## config.mk

```make
export PLATFORM = sky130hd
export DESIGN_NAME = exec_fault_unit
export DESIGN_NICKNAME = d
export VERILOG_FILES = /design/src/rtl/exec_fault_pkg.sv /design/src/rtl/exec_fault_dp.sv /design/src/rtl/exec_fault_ctrl.sv /design/src/rtl/exec_fault_unit.sv
export SDC_FILE = /design/constraint.sdc
export NUM_CORES = 1
export LEC_CHECK = 0
export BUFFER_PORTS_ARGS = -buffer_cell sky130_fd_sc_hd__buf_2
export CORE_MARGIN = 4
export CORE_UTILIZATION = 40
export CTS_BUF_LIST = sky130_fd_sc_hd__clkbuf_16
export DETAILED_ROUTE_END_ITERATION = 12
export GPL_ROUTABILITY_DRIVEN = 0
export MAX_ROUTING_LAYER = met4
export PLACE_DENSITY = 0.74
export REMOVE_ABC_BUFFERS = 1
export SLEW_MARGIN = 0
export SYNTH_ARGS = -nofsm -noshare
export SYNTH_HDL_FRONTEND = slang
export SYNTH_SLANG_ARGS = --single-unit
```

## constraint.sdc

```tcl
create_clock -name clk -period 11.93 [get_ports clk]
set_clock_uncertainty 0.1 [all_clocks]
set_input_delay 1.193 -clock clk [delete_from_list [all_inputs] [get_ports clk]]
set_output_delay 1.193 -clock clk [all_outputs]
set_load 0.03 [all_outputs]
```

## src/rtl/exec_fault_pkg.sv

```systemverilog
package exec_fault_pkg;

  localparam int CODE_W = 5;
  localparam logic [CODE_W-1:0] CAUSE_NONE  = 5'd0;
  localparam logic [CODE_W-1:0] CAUSE_LDADR = 5'd4;
  localparam logic [CODE_W-1:0] CAUSE_STADR = 5'd5;
  localparam logic [CODE_W-1:0] CAUSE_OVF   = 5'd12;

  typedef enum logic [3:0] {
    OP_NONE  = 4'd0,
    OP_ADD   = 4'd1,
    OP_ADDU  = 4'd2,
    OP_SUB   = 4'd3,
    OP_SUBU  = 4'd4,
    OP_ADDI  = 4'd5,
    OP_ADDIU = 4'd6,
    OP_LDH   = 4'd7,
    OP_LDW   = 4'd8,
    OP_STH   = 4'd9,
    OP_STW   = 4'd10,
    OP_JR    = 4'd11,
    OP_JALR  = 4'd12
  } opKind_e;

  // strobes from control into datapath
  typedef struct packed {
    logic useImm;    // second addend is the immediate
    logic subtract;  // form a - b instead of a + b
    logic chkOvf;    // signed overflow is a trap
    logic accHalf;   // halfword alignment check on the sum
    logic accWord;   // word alignment check on the sum
    logic isJump;    // word alignment check on operand A
    logic linkWr;    // write data is the link value
  } dpStrobe_s;

endpackage

```

## src/rtl/exec_fault_dp.sv

```systemverilog
module exec_fault_dp
  import exec_fault_pkg::*;
#(
  parameter int DATA_W = 32
) (
  input  logic              clk,
  input  logic              rstN,
  input  dpStrobe_s         strobe,
  input  logic              captureEn,
  input  logic [DATA_W-1:0] opA,
  input  logic [DATA_W-1:0] opB,
  input  logic [DATA_W-1:0] immExt,
  input  logic [DATA_W-1:0] nextPc,
  output logic              ovfFlag,
  output logic              misAlign,
  output logic [DATA_W-1:0] resultData,
  output logic [DATA_W-1:0] badAddr
);

  localparam int MSB = DATA_W - 1;

  logic [DATA_W-1:0] addendB;
  logic [DATA_W-1:0] sumRes;
  logic [DATA_W-1:0] chkAddr;
  logic              addOvf;
  logic              subOvf;
  logic [DATA_W-1:0] subMix;

  assign addendB = strobe.useImm ? immExt : opB;
  assign sumRes  = strobe.subtract ? (opA - addendB) : (opA + addendB);

  // add: like-signed addends, result sign flips
  assign addOvf = (opA[MSB] == addendB[MSB]) && (sumRes[MSB] != opA[MSB]);
  // sub: result differs in sign from a while b matches the result
  assign subMix = (opA ^ sumRes) & (~addendB ^ sumRes);
  assign subOvf = subMix[MSB];

  assign ovfFlag = strobe.chkOvf && (strobe.subtract ? subOvf : addOvf);

  assign chkAddr = strobe.isJump ? opA : sumRes;

  always_comb begin
    misAlign = 1'b0;
    if (strobe.accHalf) begin
      misAlign = chkAddr[0];
    end else if (strobe.accWord || strobe.isJump) begin
      misAlign = |chkAddr[1:0];
    end
  end

  always_comb begin
    if (strobe.linkWr) begin
      resultData = nextPc;
    end else if (strobe.isJump) begin
      resultData = opA;
    end else begin
      resultData = sumRes;
    end
  end

  always_ff @(posedge clk) begin
    if (!rstN) begin
      badAddr <= '0;
    end else if (captureEn) begin
      badAddr <= chkAddr;
    end
  end

endmodule

```

## src/rtl/exec_fault_ctrl.sv

```systemverilog
module exec_fault_ctrl
  import exec_fault_pkg::*;
(
  input  logic              opValid,
  input  logic [3:0]        opKind,
  input  logic              ovfFlag,
  input  logic              misAlign,
  output dpStrobe_s         strobe,
  output logic              captureEn,
  output logic              excTaken,
  output logic [CODE_W-1:0] excCode,
  output logic              writeEn
);

  opKind_e kind;
  logic    isArith;
  logic    isLoad;
  logic    isStore;

  assign kind = opKind_e'(opKind);

  always_comb begin
    strobe  = '0;
    isArith = 1'b0;
    isLoad  = 1'b0;
    isStore = 1'b0;
    case (kind)
      OP_ADD:   begin isArith = 1'b1; strobe.chkOvf = 1'b1; end
      OP_ADDU:  begin isArith = 1'b1; end
      OP_SUB:   begin isArith = 1'b1; strobe.chkOvf = 1'b1; strobe.subtract = 1'b1; end
      OP_SUBU:  begin isArith = 1'b1; strobe.subtract = 1'b1; end
      OP_ADDI:  begin isArith = 1'b1; strobe.chkOvf = 1'b1; strobe.useImm = 1'b1; end
      OP_ADDIU: begin isArith = 1'b1; strobe.useImm = 1'b1; end
      OP_LDH:   begin isLoad  = 1'b1; strobe.useImm = 1'b1; strobe.accHalf = 1'b1; end
      OP_LDW:   begin isLoad  = 1'b1; strobe.useImm = 1'b1; strobe.accWord = 1'b1; end
      OP_STH:   begin isStore = 1'b1; strobe.useImm = 1'b1; strobe.accHalf = 1'b1; end
      OP_STW:   begin isStore = 1'b1; strobe.useImm = 1'b1; strobe.accWord = 1'b1; end
      OP_JR:    begin strobe.isJump = 1'b1; end
      OP_JALR:  begin strobe.isJump = 1'b1; strobe.linkWr = 1'b1; end
      default:  begin end
    endcase
  end

  logic addrFault;
  logic ovfFault;

  assign addrFault = opValid && misAlign;
  assign ovfFault  = opValid && ovfFlag;

  assign captureEn = addrFault;
  assign excTaken  = addrFault || ovfFault;

  always_comb begin
    excCode = CAUSE_NONE;
    if (ovfFault) begin
      excCode = CAUSE_OVF;
    end else if (addrFault) begin
      excCode = isStore ? CAUSE_STADR : CAUSE_LDADR;
    end
  end

  // link is written before the target check, so a faulting JALR still writes
  assign writeEn = opValid &&
                   ((isArith && !ovfFlag) || (isLoad && !misAlign) || strobe.linkWr);

endmodule

```

## src/rtl/exec_fault_unit.sv

```systemverilog
module exec_fault_unit
  import exec_fault_pkg::*;
#(
  parameter int DATA_W = 32
) (
  input  logic              clk,
  input  logic              rstN,
  input  logic              opValid,
  input  logic [3:0]        opKind,
  input  logic [DATA_W-1:0] opA,
  input  logic [DATA_W-1:0] opB,
  input  logic [DATA_W-1:0] immExt,
  input  logic [DATA_W-1:0] nextPc,
  output logic              excTaken,
  output logic [CODE_W-1:0] excCode,
  output logic              writeEn,
  output logic [DATA_W-1:0] writeData,
  output logic [DATA_W-1:0] badAddr
);

  dpStrobe_s strobe;
  logic      captureEn;
  logic      ovfFlag;
  logic      misAlign;

  exec_fault_ctrl ctrl_i (
    .opValid   (opValid),
    .opKind    (opKind),
    .ovfFlag   (ovfFlag),
    .misAlign  (misAlign),
    .strobe    (strobe),
    .captureEn (captureEn),
    .excTaken  (excTaken),
    .excCode   (excCode),
    .writeEn   (writeEn)
  );

  exec_fault_dp #(.DATA_W(DATA_W)) dp_i (
    .clk        (clk),
    .rstN       (rstN),
    .strobe     (strobe),
    .captureEn  (captureEn),
    .opA        (opA),
    .opB        (opB),
    .immExt     (immExt),
    .nextPc     (nextPc),
    .ovfFlag    (ovfFlag),
    .misAlign   (misAlign),
    .resultData (writeData),
    .badAddr    (badAddr)
  );

endmodule

```

==> metrics.log, run 1 <==
INFO  metric critical_path.max_stage_delay = ~0.95 ns
INFO  metric syn-instance-count = 816
INFO  metric timing.critical_path.slowest_stage_cell = nor2b_1
INFO  metric cp_max_fanout = 30
INFO  metric worst_r2r_endpoint = dp_i.badAddr[16]$_SDFFE_PN0P_
INFO  metric worstRegToRegCells = 3
INFO  metric vias_per_cell = 5.89
INFO  metric detail_route.wl_per_cell = 17.2 µm
INFO  metric die_w = between 100 and 150 µm
INFO  metric synth_cell_type_count = 74
INFO  metric dp_slack = approximately 3.8 ns
INFO  metric async_reset_ff_frac = 0
INFO  metric h-tree-depth = 2
INFO  metric detail_route.drc_violations = 0
INFO  metric vdd_ir_drop_max = roughly 0.000053 V
INFO  metric leakage = 3.03 nW
INFO  metric setup_viol = 0
INFO  metric die_height = ~130 µm
INFO  metric place.port_buffers = 203
INFO  metric period_needed = 8.17 ns
INFO  metric dp.cells = 1138
INFO  metric totalNegativeSetupSlack = 0 ns
INFO  metric dr.pass1.iters = 5
INFO  metric worstPathBufferInverterCount = 3
INFO  metric reg.largest.list = dp_i.badAddr (32)
INFO  metric power.density_cell_area = 127 nW/µm²
INFO  metric number_of_fillers_in_the_final_layout = 1449
INFO  metric drtAntennaViolNets = 0
INFO  metric fmax_achieved = 0.122 GHz
INFO  metric final_critical_path_setup_slack = approximately 3.8 ns
INFO  metric cts-buffers-inserted = 5
INFO  metric path_clk_slew = 0.05 ns
INFO  metric critical_path.reg2reg.startpoint = dp_i.badAddr[16]$_SDFFE_PN0P_
INFO  metric crit_path_frequent_cell = and3_1
INFO  metric maxSlewViolCount = 0
INFO  metric arrival = approximately 7 ns
INFO  metric clock_path_buffers = 2
INFO  metric io_pins = 206
INFO  metric final_layout_size_suffix_gt1_frac = 0.247
INFO  metric regMostFlops = dp_i.badAddr
INFO  metric hold_violations = 0
INFO  metric synth-warning-count = 0
INFO  metric grt_max_degree = between 50 and 60
INFO  metric stdcell_count = about 1200
INFO  metric max_slew_margin = 0.262
INFO  metric detail_route.iter0.violations = ~530
INFO  metric area_growth_syn_to_layout = 19.4%
INFO  metric total_overflow_reported_by_the_global_router = 0
INFO  metric ys_seq_area_frac = 0.112
INFO  metric synth_enable_flop_cells = 0
INFO  metric flop_to_flop_setup_slack = between 10 and 15 ns
INFO  metric initial_core_utilization = 0.409
INFO  metric fin_hold_ws = around 0.35 ns
INFO  metric end_point_of_the_worst_hold_path = dp_i.badAddr[24]$_SDFFE_PN0P_
INFO  metric cts_hold_repair.buffers = 0
INFO  metric layout_worst_path_cycle_share = 0.685
INFO  metric syn_area_per_cell = 6.98 µm²
INFO  metric worstMarginPinSlew = 1.11 ns
INFO  metric grt_antenna_before_repair = 4
INFO  metric cts_setup_buffers = 0
INFO  metric grt_pass1_wl = 31.1 mm
INFO  metric rsz_0062_raised_after_global_routing = false
INFO  metric timing.critical_path.max_delay_family = simple AND/OR/NAND/NOR gates
INFO  metric setup.worst_path.end_class = output port
INFO  metric largest_reg_flops = 32
INFO  metric post_synth_instance_area = 5700 µm²
INFO  metric hp-class = flop to flop
INFO  metric groute.usage.overall = 0.240
INFO  metric cts_root_buf = clkbuf_16
INFO  metric total_power = 0.864 mW
INFO  metric synth_top_flop_cell = dfxtp_1
INFO  metric totalWireLength = 19.8 mm
INFO  metric post_cts_resize_count = 0
INFO  metric run_status = completed
INFO  metric dr_total_vias = 6770
INFO  metric cts.sink_count = 32
INFO  metric core = 13900 µm²
INFO  metric cts_tree = done
INFO  metric core.rowCount = 43
INFO  metric synth_seq_cells = 32
INFO  metric timing.hold.worst.start = dp_i.badAddr[24]$_SDFFE_PN0P_
INFO  metric die_area = 16200 µm²
INFO  metric critical_path.startpoint_type = input pin
INFO  metric crit_required = 10.64 ns
INFO  metric max_cap_violations = 0
INFO  metric critical_path.cell_chain = buf_2, nor2b_1, a31oi_1, and3_1, and4b_4, and3_1, nand3_1, inv_1, a21oi_1, xor2_1, ha_1, a21o_1, a31o_2, a221oi_1, a31oi_1, nor2_1, o21bai_1, a221o_1, and3_1, nor3_1, buf_2
INFO  metric finalNetCount = 1132
INFO  metric insertion_delay = 0.29 ns
INFO  metric timing_worst_setup_path_type = input pin to output port
INFO  metric vias_in_the_first_global_route = 6108
INFO  metric post-dp-hpwl = 15.1 mm
INFO  metric whs_path_depth = 2
-- layer usage --
| metal | vias up | GRT usage | wire length, µm |
|---|---|---|---|
| met2 | 295 | 0.362 | 8820 |
| li1 | 3347 | - | - |
| met3 | 43 | 0.0322 | 1440 |
| met5 | - | - | 0 |
| met4 | 0 | 0.0991 | 654 |
| met1 | 3085 | 0.323 | 8900 |
-- cell usage in the layout (no fill, tap or decap), drive strengths merged, types with 7 or more instances in the layout --
cell type	n
nor3	16
nand2	53
o211ai	21
and2	27
buf	207
mux2i	22
nor3b	16
o21bai	8
o21ai	54
a211oi	23
nand3	24
a31oi	22
nor2b	14
xnor2	21
xor2	32
o21a	7
inv	16
ha	31
dfxtp	32
and3	20
a21oi	85
nand2b	14
a32oi	15
a21o	11
nor2	87
-- final cells by class --
type,count,area (µm²),area share
well taps,180,225,0.0331
repair buffers,207,1050,0.154
flip-flops and latches,32,641,0.0942
clock inverters,3,38.8,0.00570
diodes,4,10.0,0.00147
multi-input cells,704,4660,0.685
inverters,15,56.3,0.00828
clock buffers,5,125,0.0184
-- report_power, final --
group	switching (mW)	internal, mW	leakage (nW)
combinational	0.378	0.214	2.68
sequential	0.00450	0.117	0.261
clock	0.0526	0.0974	0.0850
-- Yosys cell counts (all sizes together), types with 16 or more instances --
master,count,area share
o21ai,54,0.047
nand3,24,0.021
xnor2,21,0.034
xor2,32,0.049
nor3b,16,0.022
nand2,53,0.035
clkbuf,28,0.018
and3,20,0.022
a31oi,22,0.024
a21oi,85,0.075
a211oi,23,0.035
buf,38,0.043
dfxtp,32,0.11
ha,31,0.068
nor2,87,0.057
mux2i,22,0.039
nor3,16,0.014
o211ai,21,0.028
and2,27,0.030
-- through the flow --
step,instance area (µm²),utilization
3_5_place_dp,6630,0.476
3_3_place_gp,6630,0.476
6_report,6800,0.488
4_1_cts,6790,0.487
2_1_floorplan,5350,-
5_1_grt,6800,0.488
-- worst register-to-register path: cells and delay by family, from the launching register on --
| family | cells | cell delay (ns) |
|---|---|---|
| AOI/OAI and AO/OA | 1 | 0.09 |
| DFF | 1 | 0.31 |
| and+or+nand+nor | 2 | 0.23 |
-- cells by family after synthesis --
kind of cell | count (synthesis) | share of synthesized area
other | 1 | 0.000658
XOR/XNOR | 53 | 0.0828
flip-flops | 32 | 0.112
AO/OA/AOI/OAI | 294 | 0.346
adder cells (fa/ha/maj) | 32 | 0.0716
buffers and inverters | 81 | 0.0716
AND/OR/NAND/NOR | 298 | 0.270
multiplexers | 25 | 0.0446
-- worst max path at each step --
stage / startpoint / to / cells past startpoint
floorplan: opKind[3] / writeData[29] / 17
global placement: opKind[0] / writeData[29] / 21
detailed placement: opKind[1] / writeData[29] / 21
CTS: opKind[2] / writeData[29] / 21
global route: opKind[1] / writeData[29] / 21
finish: opKind[1] / writeData[29] / 21
No activity file was read; power rests on OpenSTA's default activity.
==> run 2: changes to the inputs <==
--- a/config.mk
+++ b/config.mk
@@ -12,7 +12,7 @@
 export DETAILED_ROUTE_END_ITERATION = 12
 export GPL_ROUTABILITY_DRIVEN = 0
 export MAX_ROUTING_LAYER = met4
-export PLACE_DENSITY = 0.74
+export PLACE_DENSITY = 0.76
 export REMOVE_ABC_BUFFERS = 1
 export SLEW_MARGIN = 0
 export SYNTH_ARGS = -nofsm -noshare
==> constraint.sdc (replaced) <==
create_clock -name clk -period 7 [get_ports clk]
set_clock_uncertainty 0.1 [all_clocks]
set_input_delay 0.7 -clock clk [delete_from_list [all_inputs] [get_ports clk]]
set_output_delay 0.7 -clock clk [all_outputs]
set_load 0.03 [all_outputs]
==> run 2 against run 1 <==
Register-to-register slack worse by 4.9 ns. Non-clock buffer count is 8 higher. First-iteration DRC count is 22% lower. Power is 67% higher. Combinational power is 74% higher. Largest power group unchanged.
==> metrics.log, run 2 (same netlist as run 1, synthesis figures left out) <==
INFO  metric run_status = completed (unchanged)
INFO  metric grt_antenna_before_repair = 4 (unchanged)
INFO  metric cts-buffers-inserted = 5 (unchanged)
INFO  metric dp_slack = 0.323 ns (was 3.83 ns)
INFO  metric critical_path.startpoint_type = input pin (unchanged)
INFO  metric drtAntennaViolNets = 0 (unchanged)
INFO  metric io_pins = 206 (unchanged)
INFO  metric power_switching_share = 0.516 (was 0.504)
INFO  metric power.combinational.fraction = 0.715 (was 0.685)
INFO  metric grt_pass1_wl = 30.3 mm (was 31.1 mm)
INFO  metric cts_root_buf = clkbuf_16 (unchanged)
INFO  metric regMostFlops = dp_i.badAddr (unchanged)
INFO  metric hold_violations = 0 (unchanged)
INFO  metric finalNetCount = 1140 (was 1132)
INFO  metric maxSlewViolCount = 0 (unchanged)
INFO  metric grt_max_degree = 51 (was 57)
INFO  metric cts_setup_buffers = 0 (unchanged)
INFO  metric area_growth_syn_to_layout = 20.1% (was 19.4%)
INFO  metric detail_route.iter0.violations = 418 (was 533)
INFO  metric arrival = 5.70 ns (was 6.88 ns)
INFO  metric vias_per_cell = 5.80 (was 5.89)
INFO  metric place.port_buffers = 203 (unchanged)
INFO  metric cts_hold_repair.buffers = 0 (unchanged)
INFO  metric total_overflow_reported_by_the_global_router = 0 (unchanged)
INFO  metric totalWireLength = 19.3 mm (was 19.8 mm)
INFO  metric post_cts_resize_count = 0 (unchanged)
INFO  metric vdd_ir_drop_max = 0.0000879 V (was 0.0000535 V)
INFO  metric largest_reg_flops = 32 (unchanged)
INFO  metric groute.usage.overall = 0.231 (was 0.240)
INFO  metric totalNegativeSetupSlack = 0 ns (unchanged)
INFO  metric post-dp-hpwl = 15.1 mm (about the same)
INFO  metric final_critical_path_setup_slack = 0.500 ns (was 3.76 ns)
INFO  metric clock_path_buffers = 2 (unchanged)
INFO  metric setup_viol = 0 (unchanged)
INFO  metric setup.worst_path.end_class = output port (unchanged)
INFO  metric cts_tree = done (unchanged)
INFO  metric insertion_delay = 0.28 ns (was 0.29 ns)
INFO  metric power.density_cell_area = 210 nW/µm² (was 127 nW/µm²)
INFO  metric max_slew_margin = 0.358 (was 0.262)
INFO  metric initial_core_utilization = 0.409 (unchanged)
INFO  metric dr_total_vias = 6712 (was 6770)
INFO  metric layout_commonest_cell = buf_2 (unchanged)
INFO  metric max_cap_violations = 0 (unchanged)
INFO  metric worstMarginPinSlew = 0.962 ns (was 1.11 ns)
INFO  metric design_internal_power = 0.697 mW (was 0.428 mW)
INFO  metric mostFrequentLayoutCells = 202 x buf_2, 87 x nor2_1, 85 x a21oi_1 (was 203 x buf_2, 87 x nor2_1, 85 x a21oi_1)
INFO  metric die_height = 127 µm (unchanged)
INFO  metric die_area = 16200 µm² (unchanged)
INFO  metric layout.area.seq = 641 µm² (unchanged)
INFO  metric detail_route.wl_per_cell = 16.6 µm (was 17.2 µm)
INFO  metric core.rowCount = 43 (unchanged)
INFO  metric path_clk_slew = 0.05 ns (about the same)
INFO  metric multi_input_comb_area = 4670 µm² (was 4660 µm²)
INFO  metric cts.sink_count = 32 (unchanged)
INFO  metric layout_worst_path_cycle_share = 0.929
INFO  metric vias_in_the_first_global_route = 6168 (was 6108)
INFO  metric leakage = 3.06 nW (was 3.03 nW)
INFO  metric core = 13900 µm² (unchanged)
INFO  metric share_clk_of_total_power = 0.141 (was 0.174)
INFO  metric p_switching = 0.743 mW (was 0.435 mW)
INFO  metric reg.largest.list = dp_i.badAddr (32) (unchanged)
INFO  metric number_of_fillers_in_the_final_layout = 1409 (was 1449)
INFO  metric fmax_achieved = 0.154 GHz
INFO  metric timing_worst_setup_path_type = input pin to output port (unchanged)
INFO  metric detail_route.drc_violations = 0 (unchanged)
INFO  metric die_w = 127 µm (unchanged)
INFO  metric h-tree-depth = 2 (unchanged)
INFO  metric cp_max_fanout = 22 (was 30)
INFO  metric share_seq_of_total_power = 0.144 (was 0.141)
INFO  metric period_needed = 6.50 ns
INFO  metric crit_required = 6.20 ns (was 10.64 ns)
INFO  metric total_power = 1.44 mW (was 0.864 mW)
INFO  metric hp-class = flop to flop (unchanged)
INFO  metric rsz_0062_raised_after_global_routing = false (unchanged)
INFO  metric dr.pass1.iters = 5 (unchanged)
INFO  metric final_layout_size_suffix_gt1_frac = 0.254 (was 0.247)
run 2: final timing paths:
check                                start                             to  slack, ns  cells after the start
max                              opKind[3]                  writeData[29]       0.50                     21
min reg2reg  dp_i.badAddr[24]$_SDFFE_PN0P_  dp_i.badAddr[24]$_SDFFE_PN0P_       0.36                      2
max reg2reg  dp_i.badAddr[16]$_SDFFE_PN0P_  dp_i.badAddr[16]$_SDFFE_PN0P_       6.18                      3
min          dp_i.badAddr[24]$_SDFFE_PN0P_  dp_i.badAddr[24]$_SDFFE_PN0P_       0.36                      2
run 2: per-stage QoR:
step | instances | utilization | hold WS [ns] | instance area [µm²]
global placement | 1146 | 0.480 | 0.351 | 6690
global route | 1157 | 0.491 | 0.381 | 6840
finish | 1157 | 0.491 | 0.356 | 6840
floorplan | 751 | - | 0.485 | 5350
CTS | 1153 | 0.489 | 0.356 | 6820
detailed placement | 1146 | 0.480 | 0.349 | 6690
run 2: per-layer routing:
metal / up-vias / share of wire / GRT usage
li1: 3350 / - / -
met1: 3076 / 0.45 / 0.316
met2: 267 / 0.45 / 0.357
met3: 19 / 0.081 / 0.0351
met4: 0 / 0.013 / 0.0599
met5: - / 0 / -
run 2: layout make-up:
| type | instances | share of cell area |
|---|---|---|
| inverter | 15 | 0.00823 |
| clock inverter | 2 | 0.00128 |
| clock buffer | 5 | 0.0183 |
| tap | 180 | 0.0329 |
| antenna | 4 | 0.00146 |
| sequential | 32 | 0.0936 |
| timing repair buffer | 215 | 0.162 |
| multi-input combinational | 704 | 0.682 |
run 2: power by group through the flow:
stage,sequential [mW],combinational (mW),clock (mW)
after global routing,0.210,1.13,0.217
final,0.208,1.03,0.203
after global placement,0.211,1.01,0
after floorplan,0.246,0.693,0
after detailed placement,0.212,1.02,0
after CTS,0.208,1.02,0.209
run 2: worst max-delay path: stages:
cell      delay (ns)
buf_2           0.30
a21boi_4        0.58
a32oi_1         0.18
and3_1          0.25
and4b_4         0.23
and3_2          0.28
nand3_1         0.16
inv_1           0.08
a21oi_1         0.15
xor2_1          0.17
ha_1            0.33
a21o_1          0.21
a31o_2          0.21
a221oi_1        0.34
a31oi_1         0.18
nor2_1          0.18
o21bai_1        0.13
a221o_1         0.34
and3_1          0.20
nor3_1          0.23
buf_2           0.24
